## src/rtl/mdisp_pkg.sv

```systemverilog
package mdisp_pkg;

    localparam int COORD_W = 32;

    typedef logic signed [COORD_W-1:0] coord_t;

    typedef struct packed {
        coord_t re;
        coord_t im;
    } cplx_pt_t;

    typedef enum logic [1:0] {
        ST_IDLE  = 2'd0,
        ST_ISSUE = 2'd1,
        ST_DRAIN = 2'd2,
        ST_DONE  = 2'd3
    } disp_state_e;

    function automatic logic is_running(input disp_state_e s);
        return (s == ST_ISSUE) || (s == ST_DRAIN);
    endfunction

    function automatic logic can_accept_go(input disp_state_e s);
        return (s == ST_IDLE) || (s == ST_DONE);
    endfunction

endpackage

```

## src/rtl/mdisp_pick.sv

```systemverilog
module mdisp_pick #(
    parameter int N = 4
) (
    input  logic [N-1:0] free_vec,
    output logic [N-1:0] grant,
    output logic         any_free
);
    logic [N:0] taken;

    assign taken[0] = 1'b0;

    generate
        for (genvar i = 0; i < N; i++) begin : g_chain
            assign grant[i]   = free_vec[i] & ~taken[i];
            assign taken[i+1] = taken[i] | free_vec[i];
        end
    endgenerate

    assign any_free = taken[N];
endmodule

```

## src/rtl/mdisp_raster.sv

```systemverilog
module mdisp_raster
    import mdisp_pkg::*;
#(
    parameter int H  = 320,
    parameter int V  = 240,
    localparam int XW = $clog2(H),
    localparam int YW = $clog2(V)
) (
    input  logic     clk,
    input  logic     rst,
    input  logic     load,
    input  logic     advance,
    input  coord_t   re0,
    input  coord_t   im0,
    input  coord_t   dre,
    input  coord_t   dim,
    output cplx_pt_t pt,
    output logic [XW-1:0] px,
    output logic [YW-1:0] py,
    output logic     last
);
    coord_t left_re;
    coord_t dre_q;
    coord_t dim_q;
    logic   row_end;

    assign row_end = (px == XW'(H - 1));
    assign last    = row_end && (py == YW'(V - 1));

    always_ff @(posedge clk) begin
        if (rst) begin
            px      <= '0;
            py      <= '0;
            pt      <= '0;
            left_re <= '0;
            dre_q   <= '0;
            dim_q   <= '0;
        end else if (load) begin
            px      <= '0;
            py      <= '0;
            pt.re   <= re0;
            pt.im   <= im0;
            left_re <= re0;
            dre_q   <= dre;
            dim_q   <= dim;
        end else if (advance) begin
            if (row_end) begin
                px    <= '0;
                pt.re <= left_re;
                if (!last) begin
                    py    <= py + YW'(1);
                    pt.im <= pt.im + dim_q;
                end
            end else begin
                px    <= px + XW'(1);
                pt.re <= pt.re + dre_q;
            end
        end
    end
endmodule

```

## src/rtl/mdisp_clkcount.sv

```systemverilog
module mdisp_clkcount #(
    parameter int W = 24
) (
    input  logic         clk,
    input  logic         rst,
    input  logic         clr,
    input  logic         en,
    output logic [W-1:0] count
);
    always_ff @(posedge clk) begin
        if (rst || clr) count <= '0;
        else if (en)    count <= count + W'(1);
    end
endmodule

```

## src/rtl/work_dispatcher.sv

```systemverilog
module work_dispatcher
    import mdisp_pkg::*;
#(
    parameter int N_ENG = 4,
    parameter int H_PIX = 320,
    parameter int V_PIX = 240,
    parameter int CNT_W = 24,
    localparam int XW = $clog2(H_PIX),
    localparam int YW = $clog2(V_PIX)
) (
    input  logic                      clk,
    input  logic                      rst,
    input  logic                      go,
    input  logic signed [COORD_W-1:0] re_start,
    input  logic signed [COORD_W-1:0] im_start,
    input  logic signed [COORD_W-1:0] re_step,
    input  logic signed [COORD_W-1:0] im_step,
    input  logic [N_ENG-1:0]          eng_busy,
    output logic [N_ENG-1:0]          eng_start,
    output logic signed [COORD_W-1:0] pt_re,
    output logic signed [COORD_W-1:0] pt_im,
    output logic [XW-1:0]             pt_x,
    output logic [YW-1:0]             pt_y,
    output logic                      frame_done,
    output logic [CNT_W-1:0]          frame_clocks
);
    disp_state_e     state;
    logic            go_ok;
    logic            issue_ok;
    logic            any_free;
    logic            last_pix;
    logic [N_ENG-1:0] grant;
    cplx_pt_t        cur_pt;

    assign go_ok    = go && can_accept_go(state);
    assign issue_ok = (state == ST_ISSUE) && any_free;

    mdisp_pick #(.N(N_ENG)) u_pick (
        .free_vec (~eng_busy),
        .grant    (grant),
        .any_free (any_free)
    );

    mdisp_raster #(.H(H_PIX), .V(V_PIX)) u_raster (
        .clk     (clk),
        .rst     (rst),
        .load    (go_ok),
        .advance (issue_ok),
        .re0     (re_start),
        .im0     (im_start),
        .dre     (re_step),
        .dim     (im_step),
        .pt      (cur_pt),
        .px      (pt_x),
        .py      (pt_y),
        .last    (last_pix)
    );

    mdisp_clkcount #(.W(CNT_W)) u_count (
        .clk   (clk),
        .rst   (rst),
        .clr   (go_ok),
        .en    (is_running(state)),
        .count (frame_clocks)
    );

    always_ff @(posedge clk) begin
        if (rst) begin
            state <= ST_IDLE;
        end else begin
            unique case (state)
                ST_IDLE, ST_DONE: if (go_ok) state <= ST_ISSUE;
                ST_ISSUE: if (issue_ok && last_pix) state <= ST_DRAIN;
                ST_DRAIN: if (eng_busy == '0) state <= ST_DONE;
                default:  state <= ST_IDLE;
            endcase
        end
    end

    assign eng_start  = issue_ok ? grant : '0;
    assign pt_re      = cur_pt.re;
    assign pt_im      = cur_pt.im;
    assign frame_done = (state == ST_DONE);
endmodule

```

## config.mk

```make
export PLATFORM = sky130hd
export DESIGN_NAME = work_dispatcher
export DESIGN_NICKNAME = d
export VERILOG_FILES = /design/src/rtl/mdisp_pkg.sv /design/src/rtl/mdisp_pick.sv /design/src/rtl/mdisp_raster.sv /design/src/rtl/mdisp_clkcount.sv /design/src/rtl/work_dispatcher.sv
export SDC_FILE = /design/constraint.sdc
export NUM_CORES = 1
export LEC_CHECK = 0
export ABC_AREA = 1
export BUFFER_PORTS_ARGS = -buffer_cell sky130_fd_sc_hd__buf_2
export CAP_MARGIN = 20
export CORE_UTILIZATION = 57
export DETAILED_ROUTE_END_ITERATION = 6
export GPL_TIMING_DRIVEN = 1
export PLACE_DENSITY_LB_ADDON = 0.08
export SETUP_SLACK_MARGIN = 0.2
export SLEW_MARGIN = 20
export SYNTH_ARGS = -nofsm -noshare
export SYNTH_HDL_FRONTEND = slang
export SYNTH_SLANG_ARGS = --single-unit
```

## constraint.sdc

```tcl
create_clock -name clk -period 2.96 [get_ports clk]
set_clock_uncertainty 0.15 [all_clocks]
set_input_delay 0.296 -clock clk [delete_from_list [all_inputs] [get_ports clk]]
set_output_delay 0.296 -clock clk [all_outputs]
set_load 0.03 [all_outputs]
```

==> results <==
- The total routing resource utilization after global routing is 0.357.
- Once detailed placement completed, the half-perimeter wirelength came to 29.1 mm.
- The leakage power is 8.55 nW.
- The part of the cycle the worst path needs is 0.883.
- The clock reaches the later pin of the worst-skew pair after about 530 ps.
- The total number of placement rows is 55.
- The total of buffers placed on input and output ports is approximately 240.
- The largest single stage delay on the critical path is around 570 ps.
- The routed length per placed instance is 15.6 um.
- The run finished with clean final reports.
- The max-slew violation total from the final report is 0.
- At the end of the flow the core is filled with cells to 0.730.
- The total number of vias is between 10k and 15k.
- The largest fanout of any net on the critical path is 57.
- Hold timing on the final database bottoms out at a slack of approximately 16 ps.
- The number of buffer and inverter stages on the critical path is 2.
- The die covers 23700 um^2.
- IR analysis of the VDD net gives a maximum drop of 0.000649 V.
- The number of nets at the end of the flow is 2684.
- The post-synthesis net count is 2354.
- The clock period could shrink to around 2600 ps.
- Broken down by cell family, the worst path's largest delay share belongs to buffers and inverters.
- The gate count after technology mapping is 2148.
- Entering global routing, the biggest net connects 111 pins.
- The placer's final routability congestion estimate is 0.951.
- The post-synthesis mux area share is 0.
- Data on the critical path is required at its endpoint by 3250 ps.
- The synthesized area per cell is between 6 and 7 um^2.
- The fraction of registers with async set or reset after synthesis is 0.
- TritonCTS created 24 clock buffers.
- The length of the first detailed-routing pass in iterations is 6.
- The most frequent cell on the critical path is sky130_fd_sc_hd__nor2_1.
- The number of sinks driven by the clock tree is ~200.
- The transition time at the pin with the least slew margin is 701 ps.
- Pin placement for this block handled 245 I/O pins.
- The count of yosys warnings during synthesis is 0.
- After clock tree synthesis, the clock-pin slew on the worst setup and hold paths is 60 ps.
- The core area is 22600 um^2.
- The number of maximum-capacitance violations is 0.
- In this run, synthesis produced a sequential element count of between 200 and 250.
- The logic depth of the worst path, buffers included is 8.
- The number of antenna violations at the first check in global routing was 2.
- Summed over all failing endpoints, the final setup total negative slack is 0 ps.
- The TritonCTS clock tree is yes.
- The global-route wire length before repair is 69.5 mm.
- The cell with the largest stage delay on the worst path is sky130_fd_sc_hd__buf_4.
- For this run, design rule violations remaining after detail routing come to 0.
- Derived from the worst setup path, the maximum achievable clock frequency is 383 MHz.
- The area of the multi-input gates is between 7000 and 8000 um^2.
- The worst min-delay path class is in -> reg.
- The count of flip-flops with a built-in enable after synthesis is 0.
- The tree is rooted in a sky130_fd_sc_hd__clkbuf_16.
- The via count of the first global-routing pass is 14.3k.
- The worst pin sits at a relative slew slack of 0.533.
- The detail route stage leaves a number of antenna-violating nets equal to 0.
- In this run, the number of DRC markers left after iteration 0 of detailed routing was 1260.
- The worst hold path stage count is 5.
- The top cell types in the final layout, fill and taps aside, are sky130_fd_sc_hd__nand2_1 (596), sky130_fd_sc_hd__inv_1 (314), sky130_fd_sc_hd__nor2_1 (276), sky130_fd_sc_hd__buf_2 (244), sky130_fd_sc_hd__dfxtp_1 (203).
- Of the cells placed in the final design, the portion with a size suffix greater than 1 is 0.128.
- The via density per instance is approximately 5.4.
- The adder and majority cell fraction of the synthesized area is 0.0688.
- The post-CTS repair timing setup buffer count is 0.
- The die outline height is 154 um.
- The filler cells instantiated in the layout total 1914.
- The cell area after synthesis is 13100 um^2.
- The count of final hold-check violations came to 0.
- Setup violations remaining at the end of the flow were counted as 0.
- Setup repair after global routing could not meet its margin everywhere.
- Leaving out fill and tap cells, the most frequent cell in the layout is sky130_fd_sc_hd__nand2_1.
- The critical path startpoint category is a flip-flop.
- CTS built an H-tree with a depth of 1.
- The area overhead of the layout relative to synthesis is 25.8%.
- The path type of the worst setup path is reg -> reg.
- The total power draw is ~15 mW.
- By area, the combinational part of the netlist is dominated by simple AND/OR/NAND/NOR gates.
- The synthesized-area fraction occupied by ao, oa, aoi and oai cells was 0.151.
- The sequential cell area is a little over 4000 um^2.
- Of the total synthesized cell area, the portion taken by XOR and XNOR cells is 0.0233.
- The power density relative to cell area is between 800 and 900 nW/um^2.
- The share of the Yosys chip area taken by registers is 0.309.
- The starting density of the core is 0.580.
- The maximum buffer depth of the clock tree is 3.
- For the worst flop-to-flop path, the logic depth is 8.
- The synthesized-area fraction occupied by and/or/nand/nor cells is 0.331.
- The signal on the critical path passes through inv_1 -> ha_1 -> nand2_4 -> buf_4 -> nor2_1 -> nor2_1 -> o21ai_1 -> a21oi_1.
- The die extent in x is 154 um.
- In the synthesized netlist the dominant register cell turns out to be sky130_fd_sc_hd__dfxtp_1.
- The routed design has 43.3 mm of wire.
- STA classifies the critical path endpoint as a flip-flop.
- The distinct cell type count after synthesis is 43.
- For this run the aggregate overflow at the end of global routing stands at 0.
- The worst path arrival time is 2900 ps.
==> worst reg2reg max path, stage by stage, from the launching register on <==
cell	delay (ps)
sky130_fd_sc_hd__dfxtp_1	380
sky130_fd_sc_hd__inv_1	90
sky130_fd_sc_hd__ha_1	420
sky130_fd_sc_hd__nand2_4	370
sky130_fd_sc_hd__buf_4	580
sky130_fd_sc_hd__nor2_1	110
sky130_fd_sc_hd__nor2_1	150
sky130_fd_sc_hd__o21ai_1	100
sky130_fd_sc_hd__a21oi_1	170
==> worst paths after layout <==
check                           slack, ps                                 to                               from
worst max-delay path                  350       u_raster.pt[17]$_SDFFE_PP0P_              state[0]$_SDFFE_PP0P_
worst min register to register        290  u_raster.left_re[14]$_SDFFE_PP0P_  u_raster.left_re[14]$_SDFFE_PP0P_
worst max register to register        350       u_raster.pt[17]$_SDFFE_PP0P_              state[0]$_SDFFE_PP0P_
worst min-delay path                   20       u_raster.pt[25]$_SDFFE_PP0P_                       im_start[25]
==> cell families (layout without fill, tap and decap cells) <==
group,count (synthesis),count (layout)
AOI/OAI and AO/OA,377,377
and+or+nand+nor,1067,1067
xor gates and xnor gates,35,35
other,0,1
DFF,203,203
adders and majority gates,71,71
buffers and inverters,395,741
==> cell usage after synthesis, types with 2 or more instances <==
master,number,area share
sky130_fd_sc_hd__a211oi_1,2,0.0011
sky130_fd_sc_hd__a21o_1,2,0.0011
sky130_fd_sc_hd__a21oi_1,172,0.066
sky130_fd_sc_hd__a31oi_1,12,0.0057
sky130_fd_sc_hd__and2_1,7,0.0033
sky130_fd_sc_hd__buf_1,4,0.0011
sky130_fd_sc_hd__buf_2,8,0.0030
sky130_fd_sc_hd__buf_6,2,0.0017
sky130_fd_sc_hd__buf_8,2,0.0023
sky130_fd_sc_hd__clkbuf_1,57,0.016
sky130_fd_sc_hd__dfxtp_1,203,0.31
sky130_fd_sc_hd__fa_1,2,0.0030
sky130_fd_sc_hd__ha_1,69,0.066
sky130_fd_sc_hd__inv_1,317,0.091
sky130_fd_sc_hd__inv_2,4,0.0011
sky130_fd_sc_hd__nand2_1,597,0.17
sky130_fd_sc_hd__nand3_1,130,0.050
sky130_fd_sc_hd__nand3b_1,5,0.0029
sky130_fd_sc_hd__nand4_1,12,0.0057
sky130_fd_sc_hd__nor2_1,276,0.079
sky130_fd_sc_hd__nor2_2,4,0.0019
sky130_fd_sc_hd__nor3_1,19,0.0072
sky130_fd_sc_hd__nor4_1,3,0.0014
sky130_fd_sc_hd__o211ai_1,5,0.0029
sky130_fd_sc_hd__o21a_1,2,0.0011
sky130_fd_sc_hd__o21ai_0,164,0.063
sky130_fd_sc_hd__o21ai_1,2,0.00076
sky130_fd_sc_hd__o21bai_1,4,0.0023
sky130_fd_sc_hd__o21bai_2,4,0.0034
sky130_fd_sc_hd__o22ai_1,7,0.0033
sky130_fd_sc_hd__or2_2,5,0.0024
sky130_fd_sc_hd__or3_1,2,0.00095
sky130_fd_sc_hd__xnor2_1,19,0.013
sky130_fd_sc_hd__xor2_1,16,0.011
==> per-stage QoR <==
stage          setup WS, ps  instances  area, um^2
2_1_floorplan           782       2148       13100
3_3_place_gp            381       2618       14500
3_5_place_dp            346       2618       14500
4_1_cts                 335       2778       16500
5_1_grt                 197       2780       16500
6_report                348       2780       16500
==> state kept, by name, indices dropped and copies added, names as in the netlist <==
register and cells:
state 2, u_count.count 24, u_raster.dim_q 32, u_raster.dre_q 32
u_raster.left_re 32, u_raster.pt 64, u_raster.px 9, u_raster.py 8
==> per-layer routing <==
layer	share of wire	global-route usage	vias to the layer above
met3	0.062	0.0496	139
met4	0.040	0.143	0
met2	0.48	0.632	597
li1	-	-	7454
met1	0.42	0.435	6742
met5	0	0	-
==> what timing repair did <==
item / in CTS / in global routing
setup endpoints to repair: 0 / 29
hold buffers: 118 / 0
gates resized for setup: 0 / 4
endpoints found under the hold margin: 150 / 0
==> area by class of cell <==
cell class | count | share of cell area
diodes | 1 | 0.000151
well taps | 285 | 0.0216
flip-flops and latches | 203 | 0.246
repair buffers | 376 | 0.153
clock inverters | 5 | 0.00485
inverters | 322 | 0.0741
clock buffers | 37 | 0.0436
multi-input cells | 1550 | 0.457
repair inverters | 1 | 0.000454
==> where the power goes <==
part | switching, mW | leakage, nW | internal (mW)
registers | 0.606 | 1.67 | 3.52
clock network | 1.21 | 0.385 | 1.84
logic | 4.92 | 6.49 | 2.42
(Power assumes the default switching activity.)
